==> src/rtl/wt_pkg.sv <==
package wt_pkg;
  typedef enum logic [1:0] {
    ACT_NONE = 2'd0,
    ACT_SET  = 2'd1,
    ACT_CLR  = 2'd2,
    ACT_TGL  = 2'd3
  } act_e;

  // strobes from control to datapath
  typedef struct packed {
    logic restart;
    logic step;
  } strobe_t;

  function automatic logic applyAct(input act_e act, input logic cur);
    case (act)
      ACT_SET: applyAct = 1'b1;
      ACT_CLR: applyAct = 1'b0;
      ACT_TGL: applyAct = ~cur;
      default: applyAct = cur;
    endcase
  endfunction
endpackage

==> src/rtl/wt_ctrl.sv <==
module wt_ctrl
  import wt_pkg::*;
#(
  parameter int CNT_W   = 16,
  parameter int NUM_SEL = 4,
  localparam int SEL_W  = $clog2(NUM_SEL),
  localparam int PRE_W  = 2 * NUM_SEL - 1
) (
  input  logic             clk,
  input  logic             rstN,
  input  logic             wrEn,
  input  logic [1:0]       wrAddr,
  input  logic [CNT_W-1:0] wrData,
  input  logic [SEL_W-1:0] clkSel,
  output strobe_t          stb,
  output logic [CNT_W-1:0] raVal,
  output logic [CNT_W-1:0] rcVal,
  output act_e             raAct,
  output act_e             rcAct,
  output act_e             trgAct
);
  logic [PRE_W-1:0]   preCnt;
  logic [NUM_SEL-1:0] tickVec;
  logic               tick;
  logic               clkOn, running;
  logic               cmdWr, cmdEn, cmdDis, cmdTrg;

  always_ff @(posedge clk) begin
    if (!rstN) preCnt <= '0;
    else       preCnt <= preCnt + 1'b1;
  end

  // one tick every 2^(2k+1) cycles for select k
  for (genvar k = 0; k < NUM_SEL; k++) begin : g_tick
    assign tickVec[k] = &preCnt[2*k:0];
  end
  assign tick = tickVec[clkSel];

  assign cmdWr  = wrEn && (wrAddr == 2'd0);
  assign cmdEn  = cmdWr && wrData[0];
  assign cmdDis = cmdWr && wrData[1];
  assign cmdTrg = cmdWr && wrData[2];

  always_comb begin
    stb.restart = cmdTrg && !cmdDis && (clkOn || cmdEn);
    stb.step    = running && tick && !cmdDis && !stb.restart;
  end

  always_ff @(posedge clk) begin
    if (!rstN) begin
      clkOn   <= 1'b0;
      running <= 1'b0;
      raVal   <= '0;
      rcVal   <= '0;
      raAct   <= ACT_NONE;
      rcAct   <= ACT_NONE;
      trgAct  <= ACT_NONE;
    end else begin
      if (cmdDis) begin
        clkOn   <= 1'b0;
        running <= 1'b0;
      end else begin
        if (cmdEn)       clkOn   <= 1'b1;
        if (stb.restart) running <= 1'b1;
      end
      if (wrEn && wrAddr == 2'd1) begin
        raAct  <= act_e'(wrData[1:0]);
        rcAct  <= act_e'(wrData[3:2]);
        trgAct <= act_e'(wrData[5:4]);
      end
      if (wrEn && wrAddr == 2'd2) raVal <= wrData;
      if (wrEn && wrAddr == 2'd3) rcVal <= wrData;
    end
  end


  disable_wins_chk: assert property (@(posedge clk) disable iff (!rstN)
    cmdDis |=> (!clkOn && !running));


  no_self_start_chk: assert property (@(posedge clk) disable iff (!rstN)
    (!running && !cmdTrg) |=> !running);


  trig_needs_clock_chk: assert property (@(posedge clk) disable iff (!rstN)
    (!clkOn && !cmdEn) |-> !stb.restart);
endmodule

==> src/rtl/wt_datapath.sv <==
module wt_datapath
  import wt_pkg::*;
#(
  parameter int CNT_W = 16
) (
  input  logic             clk,
  input  logic             rstN,
  input  strobe_t          stb,
  input  logic [CNT_W-1:0] raVal,
  input  logic [CNT_W-1:0] rcVal,
  input  act_e             raAct,
  input  act_e             rcAct,
  input  act_e             trgAct,
  output logic             waveOut
);
  logic [CNT_W-1:0] cnt, nextCnt;
  logic             atTop, rcHit, raHit;

  always_comb begin
    atTop   = (rcVal != '0) && (cnt >= rcVal - 1'b1);
    nextCnt = atTop ? '0 : cnt + 1'b1;
    rcHit   = stb.step && atTop;
    raHit   = stb.step && (rcVal != '0) && (nextCnt == raVal);
  end

  always_ff @(posedge clk) begin
    if (!rstN) begin
      cnt     <= '0;
      waveOut <= 1'b0;
    end else begin
      if (stb.restart)                        cnt <= '0;
      else if (stb.step && rcVal != '0)       cnt <= nextCnt;
      if (stb.restart)  waveOut <= applyAct(trgAct, waveOut);
      else if (rcHit)   waveOut <= applyAct(rcAct, waveOut);
      else if (raHit)   waveOut <= applyAct(raAct, waveOut);
    end
  end


  restart_zero_chk: assert property (@(posedge clk) disable iff (!rstN)
    stb.restart |=> (cnt == '0));


  rc_zero_hold_chk: assert property (@(posedge clk) disable iff (!rstN)
    (!stb.restart && rcVal == '0 && cnt == '0) |=> (cnt == '0));


  wrap_chk: assert property (@(posedge clk) disable iff (!rstN)
    (stb.step && !stb.restart && rcVal != '0 && cnt >= rcVal - 1'b1) |=> (cnt == '0));


  frozen_out_chk: assert property (@(posedge clk) disable iff (!rstN)
    (!stb.restart && !stb.step) |=> $stable(waveOut));
endmodule

==> src/rtl/cmp_wave_timer.sv <==
module cmp_wave_timer
  import wt_pkg::*;
#(
  parameter int CNT_W   = 16,
  parameter int NUM_SEL = 4,
  localparam int SEL_W  = $clog2(NUM_SEL)
) (
  input  logic             clk,
  input  logic             rstN,
  input  logic             wrEn,
  input  logic [1:0]       wrAddr,
  input  logic [CNT_W-1:0] wrData,
  input  logic [SEL_W-1:0] clkSel,
  output logic             waveOut
);
  strobe_t          stb;
  logic [CNT_W-1:0] raVal, rcVal;
  act_e             raAct, rcAct, trgAct;

  wt_ctrl #(.CNT_W(CNT_W), .NUM_SEL(NUM_SEL)) u_ctrl (
    .clk(clk), .rstN(rstN), .wrEn(wrEn), .wrAddr(wrAddr), .wrData(wrData),
    .clkSel(clkSel), .stb(stb), .raVal(raVal), .rcVal(rcVal),
    .raAct(raAct), .rcAct(rcAct), .trgAct(trgAct)
  );

  wt_datapath #(.CNT_W(CNT_W)) u_dp (
    .clk(clk), .rstN(rstN), .stb(stb), .raVal(raVal), .rcVal(rcVal),
    .raAct(raAct), .rcAct(rcAct), .trgAct(trgAct), .waveOut(waveOut)
  );
endmodule

==> config.mk <==
export PLATFORM = sky130hd
export DESIGN_NAME = cmp_wave_timer
export DESIGN_NICKNAME = d
export VERILOG_FILES = /design/src/rtl/wt_pkg.sv /design/src/rtl/wt_ctrl.sv /design/src/rtl/wt_datapath.sv /design/src/rtl/cmp_wave_timer.sv
export SDC_FILE = /design/constraint.sdc
export NUM_CORES = 1
export LEC_CHECK = 0
export ABC_CLOCK_PERIOD_IN_PS = 4700
export BUFFER_PORTS_ARGS = -buffer_cell sky130_fd_sc_hd__buf_2
export CELL_PAD_IN_SITES_DETAIL_PLACEMENT = 1
export CELL_PAD_IN_SITES_GLOBAL_PLACEMENT = 1
export CORE_MARGIN = 2
export CORE_UTILIZATION = 34
export CTS_CLUSTER_SIZE = 12
export DETAILED_ROUTE_END_ITERATION = 8
export HOLD_SLACK_MARGIN = 0.1
export PLACE_DENSITY_LB_ADDON = 0.1
export SLEW_MARGIN = 0
export SYNTH_ARGS = -nofsm -noshare
export SYNTH_HDL_FRONTEND = slang
export SYNTH_HIERARCHICAL = 1
export SYNTH_SLANG_ARGS = --single-unit
export TNS_END_PERCENT = 30
==> constraint.sdc <==
create_clock -name clk -period 4.7 [get_ports clk]
set_clock_uncertainty 0.15 [all_clocks]
set_input_delay 1.175 -clock clk [delete_from_list [all_inputs] [get_ports clk]]
set_output_delay 1.175 -clock clk [all_outputs]
set_load 0.05 [all_outputs]
Yosys cells after proc, flatten, opt, wreduce, memory -nomap -nowiden --
Cells that the tools add are included.
Storage, ports and cells: register bits 64, input bits 23, output and inout port bits 1, word-level logic and storage cells 70
Operators by class: add/sub/neg operators 3, magnitude comparators 2, equality and inequality tests 15, mux-type cells 9, bitwise operators 2, reductions and logical operators 29
Operators by type and width (count):
- adder 16 x 1 -> 16 bit (second input constant) | 1
- == test 16 bit | 1
- == test 2 bit (second input constant) | 8
- greater-or-equal comparator 16 bit | 1
- logical AND 1 bit | 16
- 2-to-1 mux 16 bit | 1
- nonzero test 16 bit | 1
- subtractor 16 x 1 -> 16 bit (second input constant) | 1
- case mux 1 bit (3 select lines) | 3
- == test 2 x 1 -> 1 bit (second input constant) | 4
- adder 7 x 1 -> 7 bit (second input constant) | 1
- AND reduction 7 bit | 1
- inequality test 5 bit (second input constant) | 1
- AND reduction 5 bit | 1
- nonzero test 5 bit | 1
- 2-to-1 mux 1 bit | 4
- inequality test 4 x 1 -> 1 bit (second input constant) | 1
- AND reduction 4 bit | 1
- OR reduction 2 bit | 2
- < comparator 2 x 3 -> 1 bit (second input constant) | 1
- AND reduction 3 bit | 1
- nonzero test 3 bit | 1
- binary-select mux 1 bit (select 2 bit) | 1
- logical NOT 1 bit | 2
- 3 further kinds | 4

Depth between registers and ports, before layout --
word-level depth 13, depth in mapped cells 16, depth with buffers taken out 16

Cells and area by module --
Netlist, hierarchy kept.
Modules (own cells, without submodules):
- wt_datapath | instances 1, cells an instance 267, area an instance 1966.9 um^2, sequential area each 340.3 um^2
- wt_ctrl | instances 1, cells an instance 205, area an instance 1874.3 um^2, sequential area each 940.9 um^2

Least setup slack after synthesis --
No wires, ideal clock.
kind register to register, from register u_ctrl.rcVal[0], to register u_dp.cnt[14], library setup time 132 ps, arrival time 3527 ps, data required time 4418 ps, setup slack 891 ps, cell stages (with the launch flop) 17, path buffers 1, period minus slack after synthesis 3809 ps, cells stage by stage dfxtp_1 > inv_1 > ha_1 > or4b_4 > or4_4 > nor3_1 > xnor2_1 > ha_1 > nand2_1 > o21ai_0 > a21oi_1 > o211ai_1 > and2_2 > clkbuf_1 > nor2_1 > o21ai_0 > a21oi_1
Between the ends: word-level cells in the longest chain between the ends 4, elaborated cells between the ends (all ways) 6, those cells by class add/sub: 1; order compare: 1; mux: 1; reduce/logical: 3
Ends and longest elaborated chain:
- start: declaration | RTL line wt_ctrl.sv:17 | output logic [CNT_W-1:0] rcVal,
- start signal: assignment | RTL line wt_ctrl.sv:72 | if (wrEn && wrAddr == 2'd3) rcVal <= wrData;
- subtractor 16 x 1 -> 16 bit | RTL line wt_datapath.sv:20 | atTop = (rcVal != '0) && (cnt >= rcVal - 1'b1);
- greater-or-equal comparator 16 bit | RTL line wt_datapath.sv:20
- logical AND 1 bit | RTL line wt_datapath.sv:20
- 2-to-1 mux 16 bit | RTL line wt_datapath.sv:21 | nextCnt = atTop ? '0 : cnt + 1'b1;
- end signal: assignment | RTL line wt_datapath.sv:32 | else if (stb.step && rcVal != '0) cnt <= nextCnt;
- end: declaration | RTL line wt_datapath.sv:16 | logic [CNT_W-1:0] cnt, nextCnt;
Parallel ways exist; a longest one is shown, timed or not. A chain may end at the register's enable or synchronous reset.

Worst setup path after layout --
from register u_ctrl.rcVal[2], to register u_dp.waveOut
Between the ends: word-level cells in the longest chain between the ends 8, elaborated cells between the ends (all ways) 15, those cells by class add/sub: 1; order compare: 1; eq/ne: 2; mux: 3; reduce/logical: 8
Ends and longest elaborated chain:
- subtractor 16 x 1 -> 16 bit | RTL line wt_datapath.sv:20
- greater-or-equal comparator 16 bit | RTL line wt_datapath.sv:20
- logical AND 1 bit | RTL line wt_datapath.sv:20
- 2-to-1 mux 16 bit | RTL line wt_datapath.sv:21
- == test 16 bit | RTL line wt_datapath.sv:23 | raHit = stb.step && (rcVal != '0) && (nextCnt == raVal);
- logical AND 1 bit | RTL line wt_datapath.sv:23
- nonzero test 3 bit (no line)
- AND reduction 4 bit (no line)
- end signal: assignment | RTL line wt_datapath.sv:33 | if (stb.restart) waveOut <= applyAct(trgAct, waveOut);
- end signal: assignment | RTL line wt_datapath.sv:34 | else if (rcHit) waveOut <= applyAct(rcAct, waveOut);
- end signal: assignment | RTL line wt_datapath.sv:35 | else if (raHit) waveOut <= applyAct(raAct, waveOut);
- end: declaration | RTL line wt_datapath.sv:14 | output logic waveOut
Parallel ways exist; a longest one is shown, timed or not.

==> flow_summary.toml <==
[timing]
final.setup.worst_slack_ps = 276
finalCriticalPeriod_ps = 4420
rsz0062_at_grt = "no"
slew_headroom_pct = 52.9
worstMarginPinSlew_ps = 700
max_freq_ghz = 0.226
maxSlewViolCount = 0
finalSetupViolations = 0
finalSetupTns_ps = 0
hold_violations = 0
finalCritPeriodShare_pct = 94.1

[floorplan]
core-area_um2 = 10900
dieArea_um2 = 12200
initial_core_util_pct = 35.1
die_h_um = 110
fp-row-count = 38
die_width_um = 110
io_pins = 24

[power]
powerDensity_nw_per_um2 = 329
total_power_uw = 1440
peakVddDrop_mv = 0.191
leakage_uw = 0.00163

[synth]
avgSynthCellArea_um2 = 8.14
syn_area_um2 = 3840
synth_top_family_by_area = "simple AND/OR/NAND/NOR gates"
synth_cells = 472
ys_types = 59
synth_compound_area_share_pct = 19.1
synthAdderAreaFrac_pct = 7.49
synthTopCellsByArea = "dfxtp_1 33%, nand2_1 8.1%, ha_1 7.5%, a21oi_1 5.3%, xnor2_1 5.2%"
seq_area_frac_synth_pct = 33.4
async_flop_share_pct = 0
synth_edf_count = 0
ys.flop_type = "dfxtp_1"
synth-simple-area-share_pct = 26.8
synth_top_area_cell = "dfxtp_1"
synth_top_cells_by_count = "83 x nand2_1, 64 x dfxtp_1, 41 x a21oi_1"
yosys.cell_count.top_type = "nand2_1"
synth-seq-cells = 64
yosysWarnings = 6
synthXorXnorAreaFrac_pct = 6.61
synth_top_area_share_pct = 33.4
muxShareOfSynthArea_pct = 2.41
syn_nets = 518

[setup_path]
crit_family = "compound AO/OA/AOI/OAI gates"
path_depth = 16
end_kind = "flip-flop"
worstRegToRegCells = 16
crit_fanout = 8
crit_top_cell = "nand2_1"
crit_buf_inv = 1
crit_required_ps = 4780
cp_slowest_stage_delay_ps = 370
critPathLaunchType = "flip-flop"
path_class = "reg -> reg"
cp_slowest_cell = "nor3b_1"
cp.arrival_ps = 4500
path_cells = "nor3_1, nor3b_1, nand2_1, or2_2, nor4_1, xnor2_1, ha_1, nand2_1, o21ai_0, a21oi_1, o211ai_1, buf_4, a2111oi_4, a31oi_1, o311a_1, o32ai_1"

[cts]
cts_tree = "yes"
clockRootBuffer = "clkbuf_16"
cts_made_buffers = 9
cts_setup_buffers = 0
insertion_delay_ps = 330
htreeDepth = 3
cts-resized-gates = 0
clockBufferDepth = 2
clk_pin_slew_ps = 50
cts_num_sinks = 64
postCtsHoldBufs = 0

[layout]
fin_nets = 544
design_area_um2 = 4390
area_growth_pct = 14.2
n_antenna_cell = 0
layout-drive-gt1-share_pct = 15.9
post-route-util_pct = 40.1

[drt]
dr.pass1.iters = 4
wl_met1_um = 5420
wl_per_cell_um = 17.6
routed-via-count = 3549
totalWireLength_um = 11300
drtIter0Drc = 122
ant_nets = 0
via_per_inst = 5.52
drcViolationCount = 0
routed-wl-met3_um = 336
dr_wl_met2_um = 5430
top_layer_used = "met4"

[global_routing]
grt_pass1_vias = 3634
grt_max_degree = 41
antenna_found_initial = 0
grt_overflow = 0
grt.total_usage_pct = 20.0
grt_first_pass_wirelength_um = 18600

[status]
outcome = "finished clean"

[place]
hpwl_um = 8500
io_buffers = 23
place_area_um2 = 4050
routabilityCongestion = 0.841
post-place-ws_ps = 284

[hold_path]
hp-class = "reg -> reg"
whs_path_depth = 1

[run]
cap_violations = 0
==> cell families after synthesis <==
kind of cell,Yosys count
and+or+nand+nor,209
AOI/OAI and AO/OA,110
DFF,64
xor gates and xnor gates,29
buffers and inverters,28
adders and majority gates,23
muxes,9
==> state kept, by name, summed over array words and instances (netlist names) <==
register,cells
u_ctrl/preCnt,7
u_dp/cnt,16
u_ctrl/running,1
u_ctrl/raAct,2
u_dp/waveOut,1
u_ctrl/rcVal,16
u_ctrl/raVal,16
u_ctrl/trgAct,2
u_ctrl/clkOn,1
u_ctrl/rcAct,2
==> metal layers <==
metal  track usage, %  vias to the layer above
li1                 -                     1744
met1             25.9                     1750
met2             34.0                       47
met3             3.59                        8
met4             6.07                        0
met5                0                        -
==> power breakdown <==
part | total, uW | internal [uW] | switching (uW)
Combinational | 162 | 68.6 | 93.5
Sequential | 573 | 557 | 16.6
Clock | 708 | 464 | 244
==> per-stage QoR <==
stage,instances,hold slack (ps)
2_1_floorplan,472,278
3_3_place_gp,624,293
3_5_place_dp,624,309
4_1_cts,640,325
5_1_grt,643,357
6_report,643,319
==> worst paths after layout <==
kind / startpoint / end / slack, ps
worst max register to register: u_ctrl/rcVal[2] / u_dp/waveOut / 280
worst min-delay path: u_ctrl/preCnt[0] / u_ctrl/preCnt[0] / 320
worst max-delay path: u_ctrl/rcVal[2] / u_dp/waveOut / 280
worst min register to register: u_ctrl/preCnt[0] / u_ctrl/preCnt[0] / 320
==> cells in the final DEF (no fill, tap or decap), types with 3 or more instances in the layout <==
cell	instances
a21oi_2	19
xor2_1	6
nor3_1	14
and3_1	3
and2_1	3
o21ai_0	19
nor2_1	39
mux2i_1	7
or3_1	3
nand2_2	4
nor4_1	11
a221o_1	3
nand3_1	15
inv_1	12
nor2b_1	5
buf_4	7
a21oi_1	41
ha_1	23
nand3b_1	5
dfxtp_1	64
o22ai_1	4
nand2_1	83
buf_2	23
or4_1	3
a22oi_1	4
nand4_1	6
clkbuf_16	9
a31oi_1	3
a211oi_1	3
xnor2_1	23
==> layout make-up <==
type	instances	area, um2
Multi-Input combinational cell	380	2400
Fill cell	1323	6550
Clock inverter	5	81.3
Sequential cell	64	1280
Clock buffer	11	233
Timing Repair Buffer	30	168
Inverter	13	48.8
Tap cell	140	175
Note: power is estimated with default switching activity, not from simulation.
